<file path="config.mk">
export PLATFORM = sky130hd
export DESIGN_NAME = irq_status_ctrl
export DESIGN_NICKNAME = d
export VERILOG_FILES = /design/src/rtl/irq_ctrl_pkg.sv /design/src/rtl/irq_remote_decode.sv /design/src/rtl/irq_isr_core.sv /design/src/rtl/irq_mask_bank.sv /design/src/rtl/irq_line_map.sv /design/src/rtl/irq_status_ctrl.sv
export SDC_FILE = /design/constraint.sdc
export NUM_CORES = 1
export LEC_CHECK = 0
export CAP_MARGIN = 20
export CELL_PAD_IN_SITES_DETAIL_PLACEMENT = 1
export CELL_PAD_IN_SITES_GLOBAL_PLACEMENT = 2
export CORE_ASPECT_RATIO = 0.5
export CORE_MARGIN = 2
export CORE_UTILIZATION = 39
export DETAILED_ROUTE_END_ITERATION = 16
export GPL_TIMING_DRIVEN = 0
export PLACE_DENSITY = 0.9
export SLEW_MARGIN = 20
export SYNTH_ARGS = -nofsm -noshare
export SYNTH_HDL_FRONTEND = slang
export SYNTH_SLANG_ARGS = --single-unit
</file>
<file path="constraint.sdc">
create_clock -name clk -period 1.8 [get_ports clk]
set_clock_uncertainty 0.2 [all_clocks]
set_input_delay 0.36 -clock clk [delete_from_list [all_inputs] [get_ports clk]]
set_output_delay 0.36 -clock clk [all_outputs]
set_load 0.005 [all_outputs]
</file>
<file path="src/rtl/irq_ctrl_pkg.sv">
`timescale 1ns/1ps
package irq_ctrl_pkg;
  localparam int ISR_W  = 64;
  localparam int NLINE  = 6;
  localparam int LOC_AW = 3;

  localparam logic [LOC_AW-1:0] A_ISR  = 3'd0;
  localparam logic [LOC_AW-1:0] A_SET  = 3'd1;
  localparam logic [LOC_AW-1:0] A_CLR  = 3'd2;
  localparam int                A_MASK = 4;

  // Upper bit of each line group; line k covers (top[k-1], top[k]]
  function automatic int grp_top(int l);
    case (l)
      0: grp_top = 15;
      1: grp_top = 31;
      2: grp_top = 47;
      3: grp_top = 55;
      4: grp_top = 59;
      default: grp_top = 63;
    endcase
  endfunction

  function automatic logic [ISR_W-1:0] grp_mask(int l);
    logic [ISR_W-1:0] m;
    int lo;
    lo = (l == 0) ? 0 : grp_top(l - 1) + 1;
    for (int b = 0; b < ISR_W; b++) m[b] = (b >= lo) && (b <= grp_top(l));
    return m;
  endfunction
endpackage

</file>
<file path="src/rtl/irq_remote_decode.sv">
`timescale 1ns/1ps
module irq_remote_decode
  import irq_ctrl_pkg::*;
#(
  parameter int          REM_AW  = 8,
  parameter int          REM_DW  = 16,
  parameter int          OP_BIT  = 8,
  parameter logic [7:0]  CMD_OFS = 8'h80
) (
  input  logic              rem_valid,
  input  logic [REM_AW-1:0] rem_addr,
  input  logic [REM_DW-1:0] rem_wdata,
  output logic [ISR_W-1:0]  rem_set,
  output logic [ISR_W-1:0]  rem_clr
);
  localparam int IDX_W = $clog2(ISR_W);

  logic             hit;
  logic [ISR_W-1:0] onehot;

  always_comb begin
    hit    = rem_valid && (rem_addr == REM_AW'(CMD_OFS));
    onehot = ISR_W'(1) << rem_wdata[IDX_W-1:0];
    rem_set = (hit &&  rem_wdata[OP_BIT]) ? onehot : '0;
    rem_clr = (hit && !rem_wdata[OP_BIT]) ? onehot : '0;
  end
endmodule

</file>
<file path="src/rtl/irq_isr_core.sv">
`timescale 1ns/1ps
module irq_isr_core
  import irq_ctrl_pkg::*;
#(
  parameter int NEVT     = 4,
  parameter int EVT_BASE = 59
) (
  input  logic             clk,
  input  logic             rst_n,
  input  logic             wr_en,
  input  logic [ISR_W-1:0] wr_data,
  input  logic [ISR_W-1:0] set_vec,
  input  logic [ISR_W-1:0] clr_vec,
  input  logic [NEVT-1:0]  hw_evt,
  output logic [ISR_W-1:0] isr_q
);
  logic [NEVT-1:0]  evt_d;
  logic [ISR_W-1:0] evt_set;
  logic [ISR_W-1:0] isr_d;
  logic [ISR_W-1:0] base;

  always_comb begin
    evt_set = '0;
    for (int i = 0; i < NEVT; i++)
      evt_set[EVT_BASE + i] = hw_evt[i] & ~evt_d[i];
  end

  // set sources are applied after clears so that set wins
  always_comb begin
    base  = wr_en ? wr_data : isr_q;
    isr_d = (base & ~clr_vec) | set_vec | evt_set;
  end

  always_ff @(posedge clk or negedge rst_n) begin
    if (!rst_n) begin
      isr_q <= '0;
      evt_d <= '0;
    end else begin
      isr_q <= isr_d;
      evt_d <= hw_evt;
    end
  end
endmodule

</file>
<file path="src/rtl/irq_mask_bank.sv">
`timescale 1ns/1ps
module irq_mask_bank
  import irq_ctrl_pkg::*;
#(
  parameter int NCPU = 4
) (
  input  logic                  clk,
  input  logic                  rst_n,
  input  logic [NCPU-1:0]       wr_en,
  input  logic [ISR_W-1:0]      wr_data,
  output logic [NCPU*ISR_W-1:0] imr_q
);
  for (genvar c = 0; c < NCPU; c++) begin : g_cpu
    logic [ISR_W-1:0] mask_q;
    logic [ISR_W-1:0] mask_d;

    always_comb mask_d = wr_en[c] ? wr_data : mask_q;

    always_ff @(posedge clk or negedge rst_n) begin
      if (!rst_n) mask_q <= '0;
      else        mask_q <= mask_d;
    end

    assign imr_q[c*ISR_W +: ISR_W] = mask_q;
  end
endmodule

</file>
<file path="src/rtl/irq_line_map.sv">
`timescale 1ns/1ps
module irq_line_map
  import irq_ctrl_pkg::*;
#(
  parameter int NCPU = 4
) (
  input  logic                  clk,
  input  logic                  rst_n,
  input  logic [ISR_W-1:0]      isr_q,
  input  logic [NCPU*ISR_W-1:0] imr_q,
  output logic [NCPU*NLINE-1:0] cpu_ip
);
  logic [NCPU*NLINE-1:0] ip_d;
  logic [NCPU*NLINE-1:0] ip_q;

  for (genvar c = 0; c < NCPU; c++) begin : g_cpu
    logic [ISR_W-1:0] live;
    assign live = isr_q & imr_q[c*ISR_W +: ISR_W];
    for (genvar l = 0; l < NLINE; l++) begin : g_line
      assign ip_d[c*NLINE + l] = |(live & grp_mask(l));
    end
  end

  always_ff @(posedge clk or negedge rst_n) begin
    if (!rst_n) ip_q <= '0;
    else        ip_q <= ip_d;
  end

  assign cpu_ip = ip_q;
endmodule

</file>
<file path="src/rtl/irq_status_ctrl.sv">
`timescale 1ns/1ps
module irq_status_ctrl
  import irq_ctrl_pkg::*;
#(
  parameter int NCPU     = 4,
  parameter int NEVT     = 4,
  parameter int EVT_BASE = 59,
  parameter int REM_AW   = 8,
  parameter int REM_DW   = 16
) (
  input  logic                  clk,
  input  logic                  rst_n,
  input  logic                  loc_valid,
  input  logic                  loc_write,
  input  logic [LOC_AW-1:0]     loc_addr,
  input  logic [ISR_W-1:0]      loc_wdata,
  output logic [ISR_W-1:0]      loc_rdata,
  input  logic                  rem_valid,
  input  logic [REM_AW-1:0]     rem_addr,
  input  logic [REM_DW-1:0]     rem_wdata,
  input  logic [NEVT-1:0]       hw_evt,
  output logic [NCPU*NLINE-1:0] cpu_ip
);
  logic                  lwr, lrd;
  logic                  isr_wr;
  logic [ISR_W-1:0]      loc_set, loc_clr;
  logic [ISR_W-1:0]      rem_set, rem_clr;
  logic [NCPU-1:0]       imr_we;
  logic [ISR_W-1:0]      isr_q;
  logic [NCPU*ISR_W-1:0] imr_q;
  logic [ISR_W-1:0]      rdata_d, rdata_q;

  always_comb begin
    lwr     = loc_valid &  loc_write;
    lrd     = loc_valid & ~loc_write;
    isr_wr  = lwr && (loc_addr == A_ISR);
    loc_set = (lwr && (loc_addr == A_SET)) ? loc_wdata : '0;
    loc_clr = (lwr && (loc_addr == A_CLR)) ? loc_wdata : '0;
    for (int c = 0; c < NCPU; c++)
      imr_we[c] = lwr && (loc_addr == LOC_AW'(A_MASK + c));
  end

  irq_remote_decode #(.REM_AW(REM_AW), .REM_DW(REM_DW)) u_rdec (
    .rem_valid (rem_valid),
    .rem_addr  (rem_addr),
    .rem_wdata (rem_wdata),
    .rem_set   (rem_set),
    .rem_clr   (rem_clr)
  );

  irq_isr_core #(.NEVT(NEVT), .EVT_BASE(EVT_BASE)) u_isr (
    .clk     (clk),
    .rst_n   (rst_n),
    .wr_en   (isr_wr),
    .wr_data (loc_wdata),
    .set_vec (loc_set | rem_set),
    .clr_vec (loc_clr | rem_clr),
    .hw_evt  (hw_evt),
    .isr_q   (isr_q)
  );

  irq_mask_bank #(.NCPU(NCPU)) u_imr (
    .clk     (clk),
    .rst_n   (rst_n),
    .wr_en   (imr_we),
    .wr_data (loc_wdata),
    .imr_q   (imr_q)
  );

  irq_line_map #(.NCPU(NCPU)) u_map (
    .clk    (clk),
    .rst_n  (rst_n),
    .isr_q  (isr_q),
    .imr_q  (imr_q),
    .cpu_ip (cpu_ip)
  );

  // read path: registered, enabled by a read request
  always_comb begin
    rdata_d = rdata_q;
    if (lrd) begin
      rdata_d = '0;
      if (loc_addr <= A_CLR) rdata_d = isr_q;
      for (int c = 0; c < NCPU; c++)
        if (loc_addr == LOC_AW'(A_MASK + c)) rdata_d = imr_q[c*ISR_W +: ISR_W];
    end
  end

  always_ff @(posedge clk or negedge rst_n) begin
    if (!rst_n) rdata_q <= '0;
    else        rdata_q <= rdata_d;
  end

  assign loc_rdata = rdata_q;
endmodule

</file>
==> results.rst, run 1 <==
.. list-table::
   :header-rows: 1

   * - Metric
     - Value
   * - Slack of the critical path
     - -0.0979 ns
   * - Synthesized Nets
     - approximately 2,000
   * - Flip-flop and latch count after synthesis
     - roughly 400
   * - Worst setup timing slack at the placement stage
     - -1.25 ns
   * - Global-route wire length before repair
     - roughly 120,000 microns
   * - Relative slew margins
     - 0.578
   * - Clock Root Buffer
     - sky130_fd_sc_hd__clkbuf_16
   * - Maximum clock insertion buffer count
     - 3
   * - Area of the core
     - between 0.05 and 0.06 sq mm
   * - IO buf count
     - roughly 170
   * - Number of cells in the finished layout apart from fillers
     - 2,854
   * - Summed negative setup slack over all endpoints
     - -0.549 ns
   * - Most used standard cells in the synthesized netlist
     - 412 x sky130_fd_sc_hd__dfrtp_1, 175 x sky130_fd_sc_hd__mux2_2, 132 x sky130_fd_sc_hd__a21oi_1
   * - FFs w/ async S/R, synth
     - 1.00
   * - Lkg Pwr
     - a little over 10 nW
   * - Die outline height
     - 166 microns
   * - Setup repair after global routing missed its margin
     - yes
   * - Run status
     - finished, violations left
   * - Sequential cell area in the final layout
     - between 0.01 and 0.015 sq mm
   * - Transition time at the pin with the least slew margin
     - 0.634 ns
   * - Worst supply voltage drop on vdd
     - 0.564 mV
   * - Buffering stage count on the worst path with inverters included
     - 1
   * - Clock transition at the registers of the reported paths
     - approximately 0.070 ns
   * - Path type of the worst min-delay path
     - primary input to asynchronous set/reset pin
   * - Wirelength, routed
     - roughly 79,000 microns
   * - Placed Instances
     - around 2,700
   * - Final clock period utilization by the worst path
     - 1.05
   * - Instance count of the mapped netlist
     - approximately 1,900
   * - Maximum net fanout on the critical path
     - 8
   * - Gr ovfl total
     - 0
   * - Gpl congestion
     - ~0.88
   * - Share of the synthesized area in the top cell type
     - 0.502
   * - Launch instance of the worst register-to-register path
     - u_isr.isr_q[2]$_DFF_PN0_
   * - Antenna violations before repair
     - 2
   * - Final Max Slew Viols
     - 0
   * - Drt via density
     - between 6 and 7
   * - Antenna violation net count after detailed routing
     - 0
   * - Critical Path Sink Type
     - register
   * - Top cells by area, synth
     - sky130_fd_sc_hd__dfrtp_1 50%, sky130_fd_sc_hd__mux2_2 9.6%, sky130_fd_sc_hd__mux2_4 4.4%
   * - Total of max-cap violations
     - 0
   * - CP top delay family
     - simple AND/OR/NAND/NOR gates
   * - Number of hold violations in the final report
     - a little over 100
   * - Library cell with the highest instance count after synthesis
     - sky130_fd_sc_hd__dfrtp_1
   * - Area leader, netlist
     - sky130_fd_sc_hd__dfrtp_1
   * - Growth of design area from synthesis to finish
     - 25.5%
   * - Maximum number of pins on one net before global-route repair
     - 96
   * - Count of distinct cell types in the synthesized netlist
     - 38
   * - Fillcell total
     - about 5,600
   * - Remaining routing DRC violations
     - 0
   * - Ratio of total power to cell area
     - roughly 1100 mW/mm^2
   * - Total die area
     - 0.0547 sq mm
   * - 1st-pass router iterations
     - 5
   * - Die span in x
     - ~330 microns
   * - Overall via count from detail_route
     - roughly 18,000
   * - Post-Synthesis Cell Area
     - slightly above 0.02 sq mm
   * - Type of origin of the critical path
     - primary input
   * - Upper clock frequency limit
     - about 0.53 GHz
   * - Startpoint of the worst setup timing path
     - rem_wdata[2]
   * - Reg2reg setup slack
     - around 0.060 ns
   * - Critical Path RT
     - approximately 2 ns
   * - H-Tree Depth
     - 2
   * - Multi-input gate area in the final layout
     - slightly above 0.01 sq mm
   * - Initial core utilization
     - 0.395
   * - Synthesis warning total
     - 0
   * - Capture point of the worst reg-to-reg path
     - loc_rdata[2]$_DFFE_PN0P_
   * - CTS tree
     - built
   * - Path type of the worst setup path
     - primary input to register
   * - Net count of the finished layout
     - approximately 2,200
   * - Vias in the first global route
     - 19,100
   * - Final setup violation count
     - 16
   * - Cell Rows
     - between 50 and 60
   * - I/O pin count
     - 188
   * - Final hold slack
     - -0.445 ns
   * - Critical Path AT
     - about 2.1 ns
   * - Longest individual stage delay on the worst path
     - approximately 0.64 ns
   * - Clk Latency, worst-skew pair
     - around 0.56 ns
   * - Dominant synthesized flop cell
     - sky130_fd_sc_hd__dfrtp_1
   * - Post-detailed-route wirelength per cell
     - around 28 microns
   * - Syn avg cell area
     - around 11 sq um
   * - Sequential share of the synthesized area
     - 0.502
   * - Number of enable-type register cells in the synthesized netlist
     - 0
   * - Drt first-iter violations
     - between 1,500 and 2,000
   * - Share of final-layout standard cells stronger than drive strength 1
     - 0.244
   * - Cell chain of the critical path
     - clkdlybuf4s50_1, nor2b_1, nand3_2, nor2_1, o221ai_1
   * - Crit path time final
     - roughly 1.9 ns
   * - Failing checks
     - hold timing, setup timing
   * - Post-DP HPWL
     - between 50,000 and 60,000 microns
   * - Num CTS Buffers
     - a little over 40
   * - Slowest stage cell, crit path
     - sky130_fd_sc_hd__clkdlybuf4s50_1
   * - All-Layer GR Usage
     - 0.285
   * - Worst Reg-to-Reg Cells
     - 4
   * - Number of sinks on the clock net
     - 412
-- placed cells by master (no fill, tap or decap), drive strengths merged, types with 48 or more instances in the layout --
cell type      instances
o21ai                 65
a221oi                48
a22o                  48
o221ai                64
mux2                 256
nand3                 74
buf                  117
nand2b                65
clkdlybuf4s50         76
o22ai                 64
dlygate4sd2           79
dfrtp                412
a21oi                132
nand2                 81
nor2                 128
nand3b                64
clkbuf               139
a22oi                 96
a2111oi               64
-- cells by family after synthesis --
logic type      count (synthesis)  share of synthesized area
buf+inv                       141                     0.0314
compound gates                581                      0.198
flops                         412                      0.502
simple gates                  463                      0.118
mux                           256                      0.151
-- how the worst max path moves through the flow --
stage	slack (ns)	cells after the start	to
2_1_floorplan	-0.06	7	u_isr.isr_q[14]$_DFF_PN0_
3_3_place_gp	-18.24	1	u_imr.g_cpu[3].mask_q[37]$_DFFE_PN0P_
3_5_place_dp	-1.25	6	u_isr.isr_q[7]$_DFF_PN0_
4_1_cts	0.002	1	loc_rdata[11]
5_1_grt	-0.17	5	u_isr.isr_q[7]$_DFF_PN0_
6_report	-0.1	5	u_isr.isr_q[15]$_DFF_PN0_
-- layout make-up --
cell class / instances / area share
antenna: 2 / 0.000194
tap: 701 / 0.0340
sequential: 412 / 0.400
clock inverter: 10 / 0.00606
timing repair buffer: 229 / 0.0860
clock buffer: 60 / 0.0445
inverter: 1 / 0.000242
multi-input combinational: 1300 / 0.393
buffer: 139 / 0.0368
-- stage by stage --
step                total power [mW]  utilization  hold WS (ns)  area (sq um)
CTS                             28.9        0.490        -0.356         25500
global route                    30.3        0.496        -0.420         25800
floorplan                       16.6            -        -0.136         20600
detailed placement              20.2        0.450         0.230         23400
finish                          29.1        0.496        -0.445         25800
global placement                19.8        0.447         0.292         23200
-- sequential cells by signal, summed over array words and instances (netlist names) --
name and cells:
u_isr.isr_q 64, loc_rdata 64, u_isr.evt_d 4, u_imr.g_cpu.mask_q 256, u_map.cpu_ip 24
-- per-layer routing --
layer	track usage	share of wire	wire length, microns	vias to the layer above
li1	-	-	-	7718
met1	0.399	0.43	34000	9491
met2	0.449	0.46	36300	709
met3	0.0524	0.074	5850	185
met4	0.0917	0.034	2710	0
met5	0	0	0	-
-- where the power goes --
group | internal [mW] | leakage, nW | switching [mW]
registers | 11.4 | 4.96 | 2.58
clock network | 4.99 | 0.640 | 3.80
logic | 3.50 | 4.78 | 2.82
-- timing repair --
| action | 4_1_cts | 5_1_grt |
|---|---|---|
| endpoints found under the hold margin | 85 | 85 |
| gates resized for setup | 287 | 89 |
| buffers inserted | 23 | 18 |
| endpoints found under the setup margin | 467 | 285 |
| pin swaps | 11 | 4 |
| cloned | 2 | 3 |
-- worst reg2reg max path, stage by stage, from the launching register on --
cell and delay (ns):
sky130_fd_sc_hd__dfrtp_1 0.49, sky130_fd_sc_hd__nand2b_1 0.17, sky130_fd_sc_hd__a21oi_1 0.09, sky130_fd_sc_hd__a2111oi_1 0.55, sky130_fd_sc_hd__nor2_1 0.11
(Power assumes the default switching activity.)
==> run 2, diff against run 1 <==
HOLD_SLACK_MARGIN = 0.15   (was default)
==> run 2 against run 1 <==
The run still ends with hold timing, setup timing left; sequential cell count unchanged; non-clock buffer count increased by 2; register-to-register slack improved by 0.02 ns; critical path type unchanged; critical endpoint unchanged.
==> results.rst, run 2 (synthesis results as in run 1) <==
.. list-table::
   :header-rows: 1

   * - Metric
     - Value
   * - Net count of the finished layout
     - 2,226
   * - Leading cell types in the layout, fill and taps excluded
     - 412 x sky130_fd_sc_hd__dfrtp_1, 175 x sky130_fd_sc_hd__mux2_2, 132 x sky130_fd_sc_hd__a21oi_1, 126 x sky130_fd_sc_hd__nor2_1, 96 x sky130_fd_sc_hd__a22oi_1
   * - Path type of the worst min-delay path
     - primary input to asynchronous set/reset pin
   * - Internal power of the cells
     - slightly below 20 mW
   * - Vias in the first global route
     - 19,100
   * - Critical Path RT
     - ~2 ns
   * - Share of power burned in combinational logic
     - 0.218
   * - Upper clock frequency limit
     - 0.516 GHz
   * - Worst setup timing slack at the placement stage
     - -1.25 ns
   * - Path type of the worst setup path
     - primary input to register
   * - 1st-pass router iterations
     - 6
   * - Clock Root Buffer
     - sky130_fd_sc_hd__clkbuf_16
   * - Setup repair after global routing missed its margin
     - yes
   * - Power share of the sequential group
     - 0.481
   * - Num CTS Buffers
     - 41
   * - CTS tree
     - built
   * - Post-detailed-route wirelength per cell
     - between 20 and 30 microns
   * - Crit path time final
     - 1.94 ns
   * - Post-DP HPWL
     - between 50,000 and 60,000 microns
   * - Maximum net fanout on the critical path
     - 8
   * - Wirelength, routed
     - 78,800 microns
   * - Antenna violation net count after detailed routing
     - 0
   * - Slack of the critical path
     - -0.138 ns
   * - Gr ovfl total
     - 0
   * - Critical Path AT
     - ~2.1 ns
   * - Lkg Pwr
     - 10.4 nW
   * - Register name with the most flops
     - u_imr.g_cpu.mask_q
   * - Initial core utilization
     - 0.395
   * - I/O pin count
     - around 190
   * - Most common cell after layout, fill and taps aside
     - sky130_fd_sc_hd__dfrtp_1
   * - Type of origin of the critical path
     - primary input
   * - All-Layer GR Usage
     - 0.285
   * - Relative slew margins
     - 0.585
   * - Growth of design area from synthesis to finish
     - 25.6%
   * - Maximum number of pins on one net before global-route repair
     - 96
   * - Global-route wire length before repair
     - between 100,000 and 150,000 microns
   * - Number of sinks on the clock net
     - between 400 and 500
   * - Share of total power in the clock network
     - 0.301
   * - Final clock period utilization by the worst path
     - 1.08
   * - Worst supply voltage drop on vdd
     - approximately 0.57 mV
   * - Design area
     - between 0.02 and 0.03 sq mm
   * - Die outline height
     - ~170 microns
   * - Fillcell total
     - ~5,600
   * - Antenna violations before repair
     - 3
   * - Total die area
     - 0.0547 sq mm
   * - Transition time at the pin with the least slew margin
     - 0.622 ns
   * - Summed negative setup slack over all endpoints
     - -0.797 ns
   * - Gpl congestion
     - 0.878
   * - Overall via count from detail_route
     - roughly 18,000
   * - Ratio of total power to cell area
     - around 1100 mW/mm^2
   * - Final hold slack
     - -0.453 ns
   * - Number of hold violations in the final report
     - about 110
   * - Critical Path Sink Type
     - register
   * - H-Tree Depth
     - 2
   * - Failing checks
     - hold timing, setup timing
   * - Run status
     - finished, violations left
   * - Drt first-iter violations
     - 1,820
   * - Total of max-cap violations
     - 0
   * - Net switching power of the design
     - 9.20 mW
   * - Maximum clock insertion buffer count
     - 3
   * - Final setup violation count
     - 22
   * - Share of final-layout standard cells stronger than drive strength 1
     - 0.242
   * - Switching power as a share of total power
     - 0.316
   * - Area after detailed placement
     - 0.0234 sq mm
   * - Area of the core
     - 0.0520 sq mm
   * - Cell Rows
     - 59
   * - Clk Latency, worst-skew pair
     - between 0.5 and 0.6 ns
   * - Clock transition at the registers of the reported paths
     - approximately 0.070 ns
   * - Remaining routing DRC violations
     - 0
   * - Drt via density
     - between 6 and 7
   * - IO buf count
     - between 150 and 200
   * - Die span in x
     - 329 microns
   * - Largest register FFs
     - 256
   * - Hold bufs inserted after CTS
     - 4
   * - Final Max Slew Viols
     - 0
[run 2: cell types whose count changed in the layout (fill, tap and decap cells not counted)]
cell                            change
sky130_fd_sc_hd__diode_2            +1
sky130_fd_sc_hd__clkbuf_4           +1
sky130_fd_sc_hd__clkbuf_8           +1
sky130_fd_sc_hd__nor2_2             -2
sky130_fd_sc_hd__buf_2              -1
sky130_fd_sc_hd__buf_4              -2
sky130_fd_sc_hd__clkbuf_2           -1
sky130_fd_sc_hd__buf_8              -1
sky130_fd_sc_hd__dlygate4sd3_1      +4
sky130_fd_sc_hd__buf_1              +1
sky130_fd_sc_hd__nor2_1             +2
[run 2: path summary, 6_finish.rpt]
kind	from	slack, ns	endpoint	cells past startpoint
setup / recovery	rem_wdata[2]	-0.14	u_isr.isr_q[15]$_DFF_PN0_	5
hold / removal	rst_n	-0.45	u_imr.g_cpu[3].mask_q[9]$_DFFE_PN0P_	1
setup reg to reg	u_isr.isr_q[2]$_DFF_PN0_	0.08	loc_rdata[2]$_DFFE_PN0P_	4
hold reg to reg	u_imr.g_cpu[1].mask_q[58]$_DFFE_PN0P_	0.32	u_imr.g_cpu[1].mask_q[58]$_DFFE_PN0P_	1
max in group asynchronous	rst_n	0.26	u_imr.g_cpu[1].mask_q[43]$_DFFE_PN0P_	4
min in group clk	loc_addr[1]	0.18	u_imr.g_cpu[1].mask_q[63]$_DFFE_PN0P_	4
[run 2: power by group through the flow]
stage               logic [mW]  clock network, mW  registers [mW]
finish                    6.33               8.77            14.0
global route              6.87               9.25            14.2
CTS                       6.21               8.86            13.9
detailed placement        6.23                  0            14.0
global placement          5.94                  0            13.9
floorplan                 3.71                  0            12.9
[run 2: cell type report]
class / count / area [sq um] / area share
diodes: 3 / 7.51 / 0.000291
plain buffers: 139 / 948 / 0.0367
clock buffers: 60 / 1150 / 0.0444
clock inverters: 10 / 156 / 0.00606
inverters: 1 / 6.26 / 0.000242
multi-input cells: 1300 / 10100 / 0.392
flip-flops and latches: 412 / 10300 / 0.399
well taps: 701 / 877 / 0.0340
repair buffers: 231 / 2240 / 0.0869
[run 2: worst max-delay path: stages]
cell                              delay, ns
sky130_fd_sc_hd__clkdlybuf4s50_1       0.63
sky130_fd_sc_hd__nor2b_1               0.41
sky130_fd_sc_hd__nand3_2               0.34
sky130_fd_sc_hd__nor2_1                0.23
sky130_fd_sc_hd__o221ai_1              0.15
[run 2: routing by layer]
metal	part of all wire	global-route usage	wire, microns	vias to the layer above
li1	-	-	-	7721
met3	0.072	0.0529	5710	178
met2	0.46	0.447	36400	737
met1	0.43	0.398	34000	9440
met5	0	0	0	-
met4	0.035	0.0941	2740	0
[run 2: stage by stage]
step	std cells	util	total power, mW	hold slack [ns]
after floorplan	1853	-	16.6	-0.136
after global placement	2728	0.447	19.8	0.292
after detailed placement	2737	0.450	20.2	0.230
after CTS	2836	0.491	28.9	-0.356
after global routing	2856	0.496	30.3	-0.420
final	2857	0.496	29.1	-0.453
[run 2: timing repair]
item,4_1_cts,5_1_grt
endpoints found under the hold margin,90,170
resized for setup,287,86
setup buffers,23,16
cloned,2,3
pin swaps,11,4
setup endpoints to repair,467,288
